[config.mk]
export PLATFORM = sky130hd
export DESIGN_NAME = memchk_dispatch
export DESIGN_NICKNAME = d
export VERILOG_FILES = /design/src/rtl/memchk_pkg.sv /design/src/rtl/memchk_precheck.sv /design/src/rtl/memchk_region.sv /design/src/rtl/memchk_dispatch.sv
export SDC_FILE = /design/constraint.sdc
export NUM_CORES = 1
export LEC_CHECK = 0
export BUFFER_PORTS_ARGS = -buffer_cell sky130_fd_sc_hd__clkbuf_2
export CELL_PAD_IN_SITES_DETAIL_PLACEMENT = 1
export CELL_PAD_IN_SITES_GLOBAL_PLACEMENT = 2
export CORE_MARGIN = 3
export CORE_UTILIZATION = 29
export CTS_BUF_LIST = sky130_fd_sc_hd__clkbuf_8
export DETAILED_ROUTE_END_ITERATION = 12
export PLACE_DENSITY_LB_ADDON = 0.1
export RECOVER_POWER = 50
export SETUP_SLACK_MARGIN = 0.05
export SYNTH_ARGS = -nofsm -noshare
export SYNTH_HDL_FRONTEND = slang
export SYNTH_SLANG_ARGS = --single-unit
[constraint.sdc]
create_clock -name clk -period 8.8 [get_ports clk]
set_input_delay 1.76 -clock clk [delete_from_list [all_inputs] [get_ports clk]]
set_output_delay 1.76 -clock clk [all_outputs]
set_load 0.03 [all_outputs]
[src/rtl/memchk_pkg.sv]
package memchk_pkg;
  typedef enum logic [2:0] {
    WK_PLAIN           = 3'd0,
    WK_REL             = 3'd1,
    WK_COND            = 3'd2,
    WK_COND_REL        = 3'd3,
    WK_STRONG_REL      = 3'd4,
    WK_COND_STRONG_REL = 3'd5
  } wkind_e;

  typedef enum logic [1:0] {ST_IDLE, ST_BUSY, ST_RESP} state_e;

  localparam logic [3:0] CAUSE_LD_ACCESS   = 4'd5;
  localparam logic [3:0] CAUSE_ST_MISALIGN = 4'd6;
  localparam logic [3:0] CAUSE_ST_ACCESS   = 4'd7;
endpackage

[src/rtl/memchk_precheck.sv]
module memchk_precheck
  import memchk_pkg::*;
#(
  parameter int ADDR_W = 32
) (
  input  logic              is_store,
  input  logic [ADDR_W-1:0] addr,
  input  logic [1:0]        size,
  input  logic              aq,
  input  logic              rl,
  input  logic              con,
  output logic              misalign,
  output logic              unimpl,
  output wkind_e            kind
);
  logic off_grid;

  always_comb begin
    case (size)
      2'd0:    off_grid = 1'b0;
      2'd1:    off_grid = addr[0];
      2'd2:    off_grid = |addr[1:0];
      default: off_grid = |addr[2:0];
    endcase
  end

  // only ordered or conditional stores demand natural alignment
  assign misalign = is_store && (rl || con) && off_grid;
  assign unimpl   = is_store && aq && !rl;

  always_comb begin
    case ({aq, rl, con})
      3'b010:  kind = WK_REL;
      3'b001:  kind = WK_COND;
      3'b011:  kind = WK_COND_REL;
      3'b110:  kind = WK_STRONG_REL;
      3'b111:  kind = WK_COND_STRONG_REL;
      default: kind = WK_PLAIN;
    endcase
  end
endmodule

[src/rtl/memchk_region.sv]
module memchk_region #(
  parameter int                ADDR_W = 32,
  parameter logic [ADDR_W-1:0] BASE   = '0,
  parameter logic [ADDR_W:0]   SPAN   = 1
) (
  input  logic [ADDR_W-1:0] addr,
  input  logic [1:0]        size,
  output logic              hit
);
  typedef logic [ADDR_W:0] wide_t;
  localparam wide_t TOP = {1'b0, BASE} + SPAN - wide_t'(1);

  wide_t last_byte;

  // one extra bit keeps an access that wraps past the top of the space out
  assign last_byte = {1'b0, addr} + (wide_t'(1) << size) - wide_t'(1);
  assign hit = (addr >= BASE) && (last_byte <= TOP);
endmodule

[src/rtl/memchk_dispatch.sv]
module memchk_dispatch
  import memchk_pkg::*;
#(
  parameter int                ADDR_W       = 32,
  parameter int                DATA_W       = 64,
  parameter int                META_W       = 4,
  parameter logic [META_W-1:0] DEFAULT_META = 4'h5,
  parameter logic [ADDR_W-1:0] MMIO_RD_BASE = 32'h1000_0000,
  parameter logic [ADDR_W:0]   MMIO_RD_SPAN = 33'h0_0000_2000,
  parameter logic [ADDR_W-1:0] MMIO_WR_BASE = 32'h1000_1000,
  parameter logic [ADDR_W:0]   MMIO_WR_SPAN = 33'h0_0000_2000,
  parameter logic [ADDR_W-1:0] PHYS_BASE    = 32'h8000_0000,
  parameter logic [ADDR_W:0]   PHYS_SPAN    = 33'h0_0001_0000
) (
  input  logic              clk,
  input  logic              rst,
  input  logic              req_valid,
  output logic              req_ready,
  input  logic              req_store,
  input  logic [ADDR_W-1:0] req_addr,
  input  logic [1:0]        req_size,
  input  logic [DATA_W-1:0] req_wdata,
  input  logic [META_W-1:0] req_meta,
  input  logic              req_meta_en,
  input  logic              req_aq,
  input  logic              req_rl,
  input  logic              req_con,
  input  logic              prot_en,
  input  logic              prot_allow,
  output logic              mmio_valid,
  input  logic              mmio_ready,
  input  logic [DATA_W-1:0] mmio_rdata,
  output logic              phys_valid,
  input  logic              phys_ready,
  input  logic [DATA_W-1:0] phys_rdata,
  output logic              mem_we,
  output logic [ADDR_W-1:0] mem_addr,
  output logic [1:0]        mem_size,
  output logic [DATA_W-1:0] mem_wdata,
  output logic [META_W-1:0] mem_meta,
  output logic [2:0]        mem_kind,
  output logic              resp_valid,
  output logic              resp_exc,
  output logic [3:0]        resp_cause,
  output logic              resp_unimpl,
  output logic [DATA_W-1:0] resp_rdata
);
  state_e state;
  logic   accept;
  logic   pre_misalign, pre_unimpl;
  wkind_e pre_kind;
  logic   hit_mrd, hit_mwr, hit_phys, in_mmio;
  logic   dec_err, dec_unimpl, dec_mmio, dec_phys;
  logic [3:0] dec_cause, fault_cause;
  logic   handshake;

  assign req_ready = (state == ST_IDLE);
  assign accept    = req_valid && req_ready;

  memchk_precheck #(.ADDR_W(ADDR_W)) u_pre (
    .is_store(req_store), .addr(req_addr), .size(req_size),
    .aq(req_aq), .rl(req_rl), .con(req_con),
    .misalign(pre_misalign), .unimpl(pre_unimpl), .kind(pre_kind)
  );

  memchk_region #(.ADDR_W(ADDR_W), .BASE(MMIO_RD_BASE), .SPAN(MMIO_RD_SPAN)) u_mrd (
    .addr(req_addr), .size(req_size), .hit(hit_mrd)
  );
  memchk_region #(.ADDR_W(ADDR_W), .BASE(MMIO_WR_BASE), .SPAN(MMIO_WR_SPAN)) u_mwr (
    .addr(req_addr), .size(req_size), .hit(hit_mwr)
  );
  memchk_region #(.ADDR_W(ADDR_W), .BASE(PHYS_BASE), .SPAN(PHYS_SPAN)) u_phys (
    .addr(req_addr), .size(req_size), .hit(hit_phys)
  );

  assign in_mmio     = req_store ? hit_mwr : hit_mrd;
  assign fault_cause = req_store ? CAUSE_ST_ACCESS : CAUSE_LD_ACCESS;

  // priority: alignment, unsupported flags, protection, device, memory, fault
  always_comb begin
    dec_err    = 1'b0;
    dec_unimpl = 1'b0;
    dec_mmio   = 1'b0;
    dec_phys   = 1'b0;
    dec_cause  = '0;
    if (pre_misalign) begin
      dec_err   = 1'b1;
      dec_cause = CAUSE_ST_MISALIGN;
    end else if (pre_unimpl) begin
      dec_unimpl = 1'b1;
    end else if (prot_en && !prot_allow) begin
      dec_err   = 1'b1;
      dec_cause = fault_cause;
    end else if (in_mmio) begin
      dec_mmio = 1'b1;
    end else if (hit_phys) begin
      dec_phys = 1'b1;
    end else begin
      dec_err   = 1'b1;
      dec_cause = fault_cause;
    end
  end

  assign handshake = (mmio_valid && mmio_ready) || (phys_valid && phys_ready);

  always_ff @(posedge clk) begin
    if (rst) begin
      state       <= ST_IDLE;
      mmio_valid  <= 1'b0;
      phys_valid  <= 1'b0;
      mem_we      <= 1'b0;
      mem_addr    <= '0;
      mem_size    <= '0;
      mem_wdata   <= '0;
      mem_meta    <= '0;
      mem_kind    <= '0;
      resp_valid  <= 1'b0;
      resp_exc    <= 1'b0;
      resp_cause  <= '0;
      resp_unimpl <= 1'b0;
      resp_rdata  <= '0;
    end else begin
      case (state)
        ST_IDLE: if (accept) begin
          mem_we    <= req_store;
          mem_addr  <= req_addr;
          mem_size  <= req_size;
          mem_wdata <= req_wdata;
          mem_meta  <= req_meta_en ? req_meta : DEFAULT_META;
          mem_kind  <= req_store ? pre_kind : WK_PLAIN;
          if (dec_mmio || dec_phys) begin
            mmio_valid <= dec_mmio;
            phys_valid <= dec_phys;
            state      <= ST_BUSY;
          end else begin
            resp_valid  <= 1'b1;
            resp_exc    <= dec_err;
            resp_cause  <= dec_cause;
            resp_unimpl <= dec_unimpl;
            resp_rdata  <= '0;
            state       <= ST_RESP;
          end
        end
        ST_BUSY: if (handshake) begin
          mmio_valid  <= 1'b0;
          phys_valid  <= 1'b0;
          resp_valid  <= 1'b1;
          resp_exc    <= 1'b0;
          resp_cause  <= '0;
          resp_unimpl <= 1'b0;
          resp_rdata  <= mem_we ? '0 : (mmio_valid ? mmio_rdata : phys_rdata);
          state       <= ST_RESP;
        end
        default: begin
          resp_valid <= 1'b0;
          state      <= ST_IDLE;
        end
      endcase
    end
  end


  misalign_first_chk: assert property (@(posedge clk) disable iff (rst)
    accept && pre_misalign |=> resp_valid && resp_exc && resp_cause == 4'd6
                               && !mmio_valid && !phys_valid);


  unimpl_noaccess_chk: assert property (@(posedge clk) disable iff (rst)
    accept && pre_unimpl && !pre_misalign |=> resp_valid && resp_unimpl && !resp_exc
                                              && !mmio_valid && !phys_valid);


  prot_deny_chk: assert property (@(posedge clk) disable iff (rst)
    accept && prot_en && !prot_allow && !pre_misalign && !pre_unimpl
      |=> resp_valid && resp_exc && !mmio_valid && !phys_valid);


  mmio_hold_chk: assert property (@(posedge clk) disable iff (rst)
    mmio_valid && !mmio_ready |=> mmio_valid && $stable(mem_addr) && $stable(mem_wdata));


  phys_hold_chk: assert property (@(posedge clk) disable iff (rst)
    phys_valid && !phys_ready |=> phys_valid && $stable(mem_addr) && $stable(mem_wdata));


  resp_pulse_chk: assert property (@(posedge clk) disable iff (rst)
    resp_valid |=> !resp_valid);


  one_target_chk: assert property (@(posedge clk) disable iff (rst)
    $onehot0({mmio_valid, phys_valid, resp_valid}));


  busy_ready_chk: assert property (@(posedge clk) disable iff (rst)
    (mmio_valid || phys_valid) |-> !req_ready);
endmodule

# [Word-level counts from Yosys, hierarchy flattened]
# Cells that the tools add are included.
[totals] ff_bits=181 input_bits=242 output_inout_bits=180 word_cells=119
[classes] addsub=2 order_cmp=6 n_eq_ne=12 shift=1 mux=58 n_reduce_logical=26
[op_table] cell="$mux W64" n=5
[op_table] cell="$pmux W64 S2" n=1
[op_table] cell="$le A33 B29 Y1 const B" n=2
[op_table] cell="$ge A32 B29 Y1 const B" n=2
[op_table] cell="$add A32 B33 Y33" n=1
[op_table] cell="$le A33 B32 Y1 const B" n=1
[op_table] cell="$shl A1 B2 Y33 const A" n=1
[op_table] cell="$sub A33 B1 Y33 const B" n=1
[op_table] cell="$ge A32 B32 Y1 const B" n=1
[op_table] cell="$mux W1" n=29
[op_table] cell="$mux W3" n=6
[op_table] cell="$mux W4" n=4
[op_table] cell="$pmux W3 S5" n=1
[op_table] cell="$logic_and A1 B1 Y1" n=11
[op_table] cell="$pmux W1 S2" n=5
[op_table] cell="$mux W2" n=4
[op_table] cell="$pmux W4 S2" n=1
[op_table] cell="$reduce_and A4 Y1" n=2
[op_table] cell="$eq A3 B2 Y1 const B" n=2
[op_table] cell="$eq A3 B3 Y1 const B" n=2
[op_table] cell="$eq A2 B1 Y1 const B" n=2
[op_table] cell="$logic_not A2 Y1" n=2
[op_table] cell="$ne A2 B1 Y1 const B" n=2
[op_table] cell="$ne A2 B2 Y1 const B" n=2
[op_table] cell="other kinds (11)" n=15

# [Depth between registers and ports, before layout]
# Gate-level depths: netlist of run 1.
[logic_depth] depth_word=14 ltp_mapped=19 ltp_nobuf=18

# [Hierarchy]
# Synthesis of run 1 repeated with hierarchy kept, for this count alone.
[hier_totals] hier_cells=1882 hier_area_um2=14262.4
[by_module_without_submodules] module="memchk_dispatch" instances=1 cells_per_inst=867 area_per_inst_um2=7389.6 seq_area_each_um2=3603.5
[by_module_without_submodules] module="memchk_region at u_mrd" instances=1 cells_per_inst=342 area_per_inst_um2=2289.7 seq_area_each_um2=0.0
[by_module_without_submodules] module="memchk_region at u_mwr" instances=1 cells_per_inst=334 area_per_inst_um2=2280.9 seq_area_each_um2=0.0
[by_module_without_submodules] module="memchk_region at u_phys" instances=1 cells_per_inst=330 area_per_inst_um2=2239.6 seq_area_each_um2=0.0
[by_module_without_submodules] module="memchk_precheck" instances=1 cells_per_inst=9 area_per_inst_um2=62.6 seq_area_each_um2=0.0

# [Worst setup path after synthesis of run 1]
# OpenSTA, ideal clock, no wires.
[synth_path] path_type="input to register" start="input port req_size[0]" end="register resp_cause[0]" setup_ns=0.123 t_arrival_ns=5.407 required_ns=8.677 slack_ns=3.270 stages=19 n_path_buf=1 path_cell_list="or2_2 > ha_1 > inv_1 > ha_1 > inv_1 > fa_1 > nand2b_1 > a2111oi_2 > o21ai_1 > a32o_1 > xnor2_1 > nor2_1 > nand4_1 > nor4_1 > o21ai_1 > a211o_1 > nand2_4 > buf_6 > mux2_1"
[synth_between] elab_chain_cells=13 elab_cells_between_ends=35 classes_between="2 x add/sub; 3 x order compare; 3 x eq/ne; 1 x shift; 19 x mux; 7 x reduce/logical"
[synth_rtl] element="start, declared" line="memchk_dispatch.sv:21" rtl="input logic [1:0] req_size,"
[synth_rtl] element="$shl A1 B2 Y33" line="memchk_region.sv:16" rtl="assign last_byte = {1'b0, addr} + (wide_t'(1) << size) - wide_t'(1);"
[synth_rtl] element="$add A32 B33 Y33" line="memchk_region.sv:16"
[synth_rtl] element="$sub A33 B1 Y33" line="memchk_region.sv:16"
[synth_rtl] element="$le A33 B32 Y1 or $le A33 B29 Y1 (tied branches)" line="memchk_region.sv:17" rtl="assign hit = (addr >= BASE) && (last_byte <= TOP);"
[synth_rtl] element="$logic_and A1 B1 Y1" line="memchk_region.sv:17"
[synth_rtl] element="$mux W3 (tied with other cells)" line="memchk_dispatch.sv:96" rtl="end else if (hit_phys) begin"
[synth_rtl] element="$mux W3 or $mux W1 (tied branches)" line="memchk_dispatch.sv:94" rtl="end else if (in_mmio) begin"
[synth_rtl] element="$mux W3 or $mux W1 (tied branches)" line="memchk_dispatch.sv:91" rtl="end else if (prot_en && !prot_allow) begin"
[synth_rtl] element="$mux W3 or $mux W1 (tied branches)" line="memchk_dispatch.sv:89" rtl="end else if (pre_unimpl) begin"
[synth_rtl] element="$mux W3 or $mux W1 (tied branches)" line="memchk_dispatch.sv:86" rtl="if (pre_misalign) begin"
[synth_rtl] element="$mux W4 or $logic_or A1 B1 Y1 (tied branches)" line="memchk_dispatch.sv:131" rtl="if (dec_mmio || dec_phys) begin"
[synth_rtl] element="$mux W4 or $ne A2 B2 Y1 (tied branches)"
[synth_rtl] element="$pmux W4 S2 or $reduce_and A4 Y1 (tied branches)"
[synth_rtl] element="end signal, assigned" line="memchk_dispatch.sv:138" rtl="resp_cause <= dec_cause;"
[synth_rtl] element="end, declared" line="memchk_dispatch.sv:44" rtl="output logic [3:0] resp_cause,"
# Parallel ways exist; a longest one is shown, timed or not. The select of a mux whose other input is x is not followed.
# A chain may end at the register's enable or synchronous reset.

# [Final worst setup path of run 1]
[layout_path] start="input port req_size[0]" end="register resp_rdata[1]"
[layout_between] elab_chain_cells=13 elab_cells_between_ends=27 classes_between="2 x add/sub; 3 x order compare; 3 x eq/ne; 1 x shift; 11 x mux; 7 x reduce/logical"
[layout_rtl] element="$shl A1 B2 Y33" line="memchk_region.sv:16"
[layout_rtl] element="$add A32 B33 Y33" line="memchk_region.sv:16"
[layout_rtl] element="$sub A33 B1 Y33" line="memchk_region.sv:16"
[layout_rtl] element="$le A33 B29 Y1 or $le A33 B32 Y1 (tied branches)" line="memchk_region.sv:17"
[layout_rtl] element="$logic_and A1 B1 Y1" line="memchk_region.sv:17"
[layout_rtl] element="$mux W1, on equally long branches" line="memchk_dispatch.sv:76, memchk_dispatch.sv:96"
[layout_rtl] element="$mux W1" line="memchk_dispatch.sv:94"
[layout_rtl] element="$mux W1" line="memchk_dispatch.sv:91"
[layout_rtl] element="$mux W1" line="memchk_dispatch.sv:89"
[layout_rtl] element="$mux W1" line="memchk_dispatch.sv:86"
[layout_rtl] element="$logic_or A1 B1 Y1 (*)" line="memchk_dispatch.sv:131"
[layout_rtl] element="$ne A2 B2 Y1 (no source line) (*)"
[layout_rtl] element="$reduce_and A4 Y1 (no source line) (*)"
[layout_rtl] element="end signal, assigned" line="memchk_dispatch.sv:151" rtl="resp_rdata <= mem_we ? '0 : (mmio_valid ? mmio_rdata : phys_rdata);"
[layout_rtl] element="end, declared" line="memchk_dispatch.sv:46" rtl="output logic [DATA_W-1:0] resp_rdata"
# Mark *: on every way between the ends. The rest lies on a longest branch, timed or not.

==> results of run 1 <==
## critical path: stages
cell and delay [ns]:
clkbuf_2 0.13, or2_2 0.31, ha_1 0.19, inv_1 0.06, ha_1 0.16, inv_1 0.06, fa_1 0.35, nand2b_1 0.16
a2111oi_2 0.45, o21ai_1 0.27, a32o_1 0.32, xnor2_1 0.12, nor2_1 0.14, nand4_1 0.13, nor4_1 0.31, o21ai_1 0.16
a211o_1 0.37, nand2_4 0.76, buf_4 0.35, mux2i_1 0.20
## through the flow
step	setup slack [ns]	utilization (%)	cells
after global routing	1.947	37.12	2111
after CTS	2.319	37.75	2106
after global placement	1.969	36.54	2074
after floorplan	3.270	-	1260
final	2.401	37.12	2111
after detailed placement	1.824	36.54	2074
## worst max-delay path by stage
stage | startpoint | endpoint
after detailed placement | req_size[0] | resp_rdata[22]
after CTS | req_size[0] | resp_rdata[1]
after global routing | req_size[0] | resp_rdata[20]
after global placement | req_size[0] | resp_rdata[5]
after floorplan | req_size[0] | resp_cause[0]
final | req_size[0] | resp_rdata[1]
## sequential cells by signal, indices dropped and copies added, names as in the netlist
signal	count
resp_exc	1
mem_we	1
resp_unimpl	1
mem_kind	3
mem_addr	32
mem_size	2
resp_valid	1
mem_meta	4
resp_rdata	64
mem_wdata	64
phys_valid	1
mmio_valid	1
resp_cause	3
state	2
## layer usage
metal,GRT usage [%],part of all wire (%),routed length (um),up-vias
met5,0,0.028,11,-
met4,6.001,2.4,933,2
met3,5.259,6.3,2442,41
met2,34.54,48,18840,307
met1,24.35,43,16770,4780
li1,-,-,-,5036
## layout make-up
cell class              instances  area [um^2]
fillers                      4390        21780
clock buffers                  18        247.7
repair buffers                426         1924
multi-input cells             947         6073
clock inverters                14        172.7
diodes                          5        12.51
flip-flops and latches        180         3605
well taps                     455        569.3
inverters                      66        247.7
## synth_stat cells, types with 5 or more instances
| cell | count | area, um^2 |
|---|---|---|
| a211oi_1 | 6 | 45.04 |
| a21o_1 | 9 | 67.56 |
| a21oi_1 | 144 | 720.7 |
| a31oi_1 | 7 | 43.79 |
| and2_1 | 6 | 37.54 |
| buf_1 | 8 | 30.03 |
| buf_4 | 7 | 52.55 |
| clkbuf_1 | 49 | 183.9 |
| dfxtp_1 | 180 | 3603 |
| ha_1 | 53 | 663.1 |
| inv_1 | 65 | 244.0 |
| mux2_2 | 64 | 720.7 |
| mux2i_1 | 66 | 660.6 |
| nand2_1 | 285 | 1070 |
| nand2b_1 | 91 | 569.3 |
| nand3_1 | 8 | 40.04 |
| nand3b_1 | 6 | 45.04 |
| nand4_1 | 6 | 37.54 |
| nor2_1 | 28 | 105.1 |
| nor2b_1 | 13 | 81.33 |
| nor3_1 | 11 | 55.05 |
| nor3b_1 | 5 | 37.54 |
| nor4_1 | 5 | 31.28 |
| o211ai_1 | 9 | 67.56 |
| o21a_1 | 6 | 45.04 |
| o21ai_0 | 27 | 135.1 |
| o21ai_1 | 8 | 40.04 |
| or3_1 | 5 | 31.28 |
| xnor2_1 | 6 | 52.55 |
| xor2_1 | 5 | 43.79 |
## logic make-up (layout without fill, tap and decap cells)
kind of cell | Yosys count | in the layout
multiplexers | 132 | 132
flip-flops | 180 | 180
other | 1 | 6
AO/OA/AOI/OAI | 264 | 264
buffers and inverters | 133 | 524
XOR/XNOR | 11 | 11
AND/OR/NAND/NOR | 485 | 485
adder cells (fa/ha/maj) | 54 | 54
## cells in the final DEF, fill, tap and decap left out, drive strengths merged, types with 5 or more instances in the layout
master	n
a211oi	6
a21o	9
a21oi	144
a31oi	7
and2	6
buf	6
clkbuf	438
clkinv	8
dfxtp	180
diode	5
ha	53
inv	70
mux2	66
mux2i	66
nand2	286
nand2b	91
nand3	8
nand3b	6
nand4	6
nor2	28
nor2b	13
nor3	11
nor3b	5
nor4	5
o211ai	9
o21a	6
o21ai	35
or3	5
xnor2	6
xor2	5
## report_power, final
part           internal (mW)  switching [mW]
clock                  0.246           0.363
sequential             0.859          0.0230
combinational          0.206           0.378
==> metrics.txt, run 1 <==
Worst R2R Path Depth 5; max-cap violation count 1; total track usage 19.96%; clock-pin transition on the worst setup and hold timing paths 0.11 ns; Die Ht 193.6 um; area grow syn2layout 25.94%; FFs w/ async S/R, synth 0%; first-pass GRT wire length 59.79 mm; Die ar. 37480 um^2; Least-Margin Pin Slew 3.887 ns; Main synth FF type dfxtp_1; initial core utilization 29.47%; Overflow after GRT 0; kind of end point of the critical path register; worst path arrival time 6.81 ns; final hold violations 0; wirelength, routed 39.00 mm; Post-synth EDFFs 0; Pleak 5.500 nW; syn_nets 1556; sink of the worst hold path mem_wdata[39]; post_cts resized 0; DR DRC count 0; dpl cell area 12650 um^2; Final Skew 0.02115 ns; number of synthesized register bits 180; startpoint types input port; Distinct cells, synth 75; final setup TNS 0 ns; crit path kind in -> reg; fin nets 1934; CTS Hold Buffers Added 0; vias in the first global route 10423; DR pass1 iterations 5; # H-tree levels 4; CTS tree done; worst hold path type reg -> reg; main combinational cell family by area after synthesis simple AND/OR/NAND/NOR gates; Hold Startpoint mem_wdata[39]; Mapped Area 10200 um^2; Setup Buffers After CTS 0; hold-critical path depth 2; Pwr Density 161.4 nW/um^2; clk buf depth 2; clock buffer count from CTS 17; Compound-Gate Fraction of Synth Area 15.67%; Synth Area in XOR/XNOR 0.9441%; Finished Cell Area 12850 um^2; HPWL after DPL 30.16 mm; outcome finished with violations; initial DRC count 421; final antenna-violating net count 0; crit share post-route 72.72%; RSZ-0062 raised after global routing no; mux cell area share after synthesis 13.76%; CTS Sinks 180; f_max 156.3 MHz; Crit Path Max Fanout 62; Post-Synth Adder-Cell Area 6.694%; Root Driver clkbuf_8; reg2reg setup slack 4.09 ns; final setup violating endpoints 0; VDD IR-drop max 0.00008459 V; I/O Pins 422; number of core rows 68; RePlAce Congestion 0.8966; Total Power 2.075 mW; pin count of the biggest net entering global routing 96; Routed wire per std cell 18.47 um; initial antenna violation count 6; Avg Vias per Cell 4.816; port buffer count 420; share of layout cells above drive strength 1 21.74%; data required time at the worst endpoint 9.21 ns; Min Hold Slack 0.4612 ns; die width 193.6 um; Core Footprint 34630 um^2; Slew headroom -159.1%; Synth Area in Simple Gates 22.34%; DR vias 10166; register area share after synthesis 35.31%; reg2reg start state[0]; Gate Count Post-Synth 1260; min Tclk post-route 6.399 ns; Mapped Avg Cell Area 8.099 um^2; max-slew violations 83; Yosys warning count 0; failing checks max-capacitance violations, max-slew violations; Reg2Reg Capture Point mem_addr[13]; Clock Latency Late Sink 0.48 ns
(Power assumes the default switching activity.)
==> run 2, diff against run 1 <==
Settings changed: CORE_UTILIZATION 29 to 27.
Clock period 8.8 ns to 6.2 ns, I/O delays scaled along.
==> metrics.txt, run 2 (same netlist as run 1, synthesis figures left out) <==
outcome finished with violations; failing checks max-capacitance violations, max-slew violations; fin nets 1935; Finished Cell Area 12880 um^2; wirelength, routed 40.42 mm; Total Power 2.871 mW; Worst R2R Path Depth 5; final design utilization 34.85%; clock buffer count from CTS 17; max-cap violation count 1; hold-critical path depth 2; Avg Vias per Cell 4.694; clock-pin transition on the worst setup and hold timing paths 0.10 ns; HPWL after DPL 31.33 mm; dpl cell area 12750 um^2; Final Skew 0.01682 ns; die width 200.4 um; Pwr Density 222.9 nW/um^2; CP peak stage delay 0.46 ns; crit path buf inv count 4; Crit path max-delay family compound AO/OA/AOI/OAI gates; Overflow after GRT 0; final setup TNS 0 ns; Least-Margin Pin Slew 3.126 ns; CTS Hold Buffers Added 0; worst hold path type reg -> reg; Die ar. 40160 um^2; Routed wire per std cell 18.77 um; Pleak 5.528 nW; f_max 195.6 MHz; DR DRC count 0; DR vias 10110; RSZ-0062 raised after global routing no; initial DRC count 369; worst path arrival time 5.53 ns; VDD IR-drop max 0.0001223 V; port buffer count 420; # H-tree levels 4; ant diodes 0; Setup Buffers After CTS 0; first-pass GRT wire length 62.35 mm; final antenna-violating net count 0; crit share post-route 82.44%; initial core utilization 27.61%; vias in the first global route 10589; share of layout cells above drive strength 1 22.30%; min Tclk post-route 5.111 ns; final hold violations 0; crit path kind in -> reg; Critical Path, Cell by Cell clkbuf_2 -> or2_2 -> ha_1 -> inv_1 -> ha_1 -> inv_1 -> fa_1 -> nand2b_1 -> a2111oi_2 -> o21ai_1 -> a211oi_1 -> nor3_1 -> xnor2_1 -> o2111ai_1 -> nor4_1 -> o21ai_1 -> a211o_1 -> nand2_4 -> buf_12 -> mux2i_1; Min Hold Slack 0.4591 ns; startpoint types input port; Regs by FF count mem_wdata: 64 flops, resp_rdata: 64 flops, mem_addr: 32 flops; Clock Latency Late Sink 0.50 ns; Non-Filler Instances 2154; CTS tree done; number of core rows 70; max-slew violations 76; dpl ws 0.5054 ns; CP Depth 20; Root Driver clkbuf_8; Die Ht 200.4 um; kind of end point of the critical path register; initial antenna violation count 1; RePlAce Congestion 0.8452; I/O Pins 422; final setup violating endpoints 0; CTS Sinks 180; post_cts resized 0; final setup margin 1.089 ns; pin count of the biggest net entering global routing 96; Crit Path Max Fanout 34; Core Footprint 36960 um^2; DR pass1 iterations 4; critical path's slowest cell a2111oi_2; total track usage 19.60%; most frequent cells in the layout 284 x nand2_1, 252 x clkbuf_2, 179 x dfxtp_1, 167 x clkbuf_1, 144 x a21oi_1; Slew headroom -108.4%; data required time at the worst endpoint 6.62 ns; clk buf depth 2; most common cell after layout, fill and taps aside nand2_1; area grow syn2layout 26.21%; placed insts 2124
==> run 2: cell count changes in the layout (fill, tap and decap cells not counted), sizes merged <==
cell,previous run,this run
buf,6,8
bufinv,1,0
clkinv,8,5
diode,5,0
inv,70,71
==> run 2: power breakdown <==
group	switching [mW]	total (mW)	internal, mW
registers	0.0335	1.25	1.22
clock network	0.480	0.777	0.297
logic	0.543	0.842	0.299
total	1.06	2.87	1.82
==> run 2: worst min-delay path: cells and delay by family (launching register included) <==
kind	cells	cell delay, ns
AND/OR/NAND/NOR	1	0.05
AO/OA/AOI/OAI	1	0.05
flip-flops	1	0.32
==> run 2: area by class of cell <==
cell class,instances,area [um^2]
clock buffer,19,261.5
clock inverter,11,80.08
fill,4666,24080
inverter,66,247.7
multi-input combinational,947,6078
sequential,180,3605
tap,504,630.6
timing repair buffer,427,1977
==> run 2: worst paths after layout <==
| kind | from | end | slack, ns |
|---|---|---|---|
| hold / removal | mem_kind[0] | mem_kind[0] | 0.46 |
| setup / recovery | req_size[0] | resp_rdata[50] | 1.09 |
| hold reg to reg | mem_kind[0] | mem_kind[0] | 0.46 |
| setup reg to reg | state[0] | mem_meta[0] | 2.10 |
==> run 2: routing by layer <==
metal	global-route usage, %	share of wire [%]	up-vias
met5	0	0.032	-
met4	4.868	1.5	2
met3	5.383	6.4	31
met2	33.71	48	302
met1	24.34	44	4745
li1	-	-	5030
==> run 3, diff against run 2 <==
Clock period 6.2 ns to 5.2 ns, I/O delays scaled along.
==> metrics.txt, run 3 (same netlist as run 1, synthesis figures left out) <==
initial DRC count 263; Final Skew 0.01484 ns; data required time at the worst endpoint 5.62 ns; most frequent cells in the layout 284 x nand2_1, 252 x clkbuf_2, 179 x dfxtp_1, 167 x clkbuf_1, 144 x a21oi_1; CTS Sinks 180; RSZ-0062 raised after global routing no; CP peak stage delay 0.39 ns; initial core utilization 27.61%; clock buffer count from CTS 17; max-slew violations 82; HPWL after DPL 31.58 mm; Reg2Reg Capture Point mem_meta[0]; crit path kind in -> reg; number of core rows 70; Power Internal 2.303 mW; Hold Startpoint mem_kind[1]; max-cap violation count 1; DR DRC count 0; hold-critical path depth 2; failing checks max-capacitance violations, max-slew violations; min Tclk post-route 4.774 ns; Clock Latency Late Sink 0.50 ns; Pwr Density 271.2 nW/um^2; Gate power share 29.2%; Finished Cell Area 13210 um^2; final setup violating endpoints 0; initial antenna violation count 1; total track usage 19.75%; Core Footprint 36960 um^2; reg2reg start state[0]; placed insts 2151; Routed wire per std cell 18.56 um; f_max 209.5 MHz; pin count of the biggest net entering global routing 113; reg2reg setup slack 0.98 ns; final design utilization 35.74%; Sw Ratio 35.72%; clk buf depth 2; Setup Buffers After CTS 0; share of layout cells above drive strength 1 23.93%; crit share post-route 91.81%; # H-tree levels 4; Clock power frac 29.1%; Avg Vias per Cell 4.678; Slew headroom -123.2%; I/O Pins 422; first-pass GRT wire length 62.93 mm; sink of the worst hold path mem_kind[1]; critical path's slowest cell a211o_1; die width 200.4 um; fin nets 1963; vias in the first global route 10734; VDD IR-drop max 0.0001312 V; Least-Margin Pin Slew 3.348 ns; CTS tree done; kind of end point of the critical path register; area grow syn2layout 29.45%; clock-pin transition on the worst setup and hold timing paths 0.10 ns; port buffer count 420; sw power 1.280 mW; wirelength, routed 40.56 mm; Root Driver clkbuf_8; Min Hold Slack 0.4566 ns; startpoint types input port; Die Ht 200.4 um; final hold violations 0; Regs by FF count mem_wdata: 64 flops, resp_rdata: 64 flops, mem_addr: 32 flops; Die ar. 40160 um^2; RePlAce Congestion 0.9044; outcome finished with violations; dpl cell area 12980 um^2; final antenna-violating net count 0; worst path arrival time 5.19 ns; Critical Path, Cell by Cell clkbuf_2 -> or2_2 -> ha_1 -> inv_1 -> ha_1 -> inv_1 -> fa_1 -> nand2b_1 -> a2111oi_2 -> buf_4 -> o21ai_1 -> a21o_1 -> and3_1 -> o21ai_0 -> xor2_1 -> and4b_1 -> o21ai_1 -> a211o_1 -> nand2_4 -> buf_12 -> mux2i_1; Reg power frac 41.7%; DR pass1 iterations 4; CTS Hold Buffers Added 0; most common cell after layout, fill and taps aside nand2_1; Pleak 5.694 nW; Non-Filler Instances 2185; Worst R2R Path Depth 5; DR vias 10222; Overflow after GRT 0; Crit Path Max Fanout 14; worst hold path type reg -> reg
[run 3: power groups by stage]
stage               Combinational, mW  Sequential (mW)  Clock [mW]
floorplan                       0.522             1.67           0
global placement                 1.06             1.52           0
detailed placement               1.06             1.53           0
CTS                              1.07             1.49        1.09
global route                     1.15             1.51        1.15
finish                           1.05             1.49        1.04
[run 3: stage by stage]
stage	TNS (ns)	power, mW	worst slack [ns]
floorplan	0	2.188	0.3900
global placement	-6.248	2.583	-0.1114
detailed placement	-10.60	2.590	-0.1891
CTS	0	3.658	0.3521
global route	0	3.799	0.05860
finish	0	3.582	0.4258
[run 3: area by class of cell]
| cell class | instances | area [um^2] |
|---|---|---|
| diodes | 1 | 2.502 |
| clock buffers | 19 | 261.5 |
| clock inverters | 13 | 152.6 |
| fillers | 4672 | 23750 |
| inverters | 66 | 247.7 |
| multi-input cells | 948 | 6106 |
| flip-flops and latches | 180 | 3605 |
| well taps | 504 | 630.6 |
| repair buffers | 454 | 2205 |
[run 3: worst max path at each step]
stage / start / end / slack (ns) / depth (start not counted)
finish: req_size[0] / resp_rdata[51] / 0.43 / 21
global route: req_size[0] / resp_rdata[49] / 0.06 / 21
CTS: req_size[0] / resp_rdata[51] / 0.35 / 21
detailed placement: req_size[0] / resp_rdata[41] / -0.19 / 21
global placement: req_size[0] / resp_rdata[19] / -0.11 / 21
floorplan: req_size[0] / resp_cause[0] / 0.39 / 19
[run 3: worst max-delay path: cells and delay by family]
family	cells	cell delay [ns]
adder cells (fa/ha/maj)	3	0.71
multiplexers	1	0.21
XOR/XNOR	1	0.21
AND/OR/NAND/NOR	5	1.08
AO/OA/AOI/OAI	6	1.34
buffers and inverters	5	0.59
[run 3: metal layers]
layer / up-vias / share of wire, % / GRT usage [%]
met2: 292 / 48 / 34.32
met3: 38 / 6.5 / 5.983
met1: 4799 / 43 / 23.80
li1: 5091 / - / -
met5: - / 0.032 / 0
met4: 2 / 1.7 / 5.094
[run 3: timing repair]
item                                    CTS  global route
resized for setup                         0             4
hold endpoints to repair                  0             0
endpoints found under the setup margin    0            60
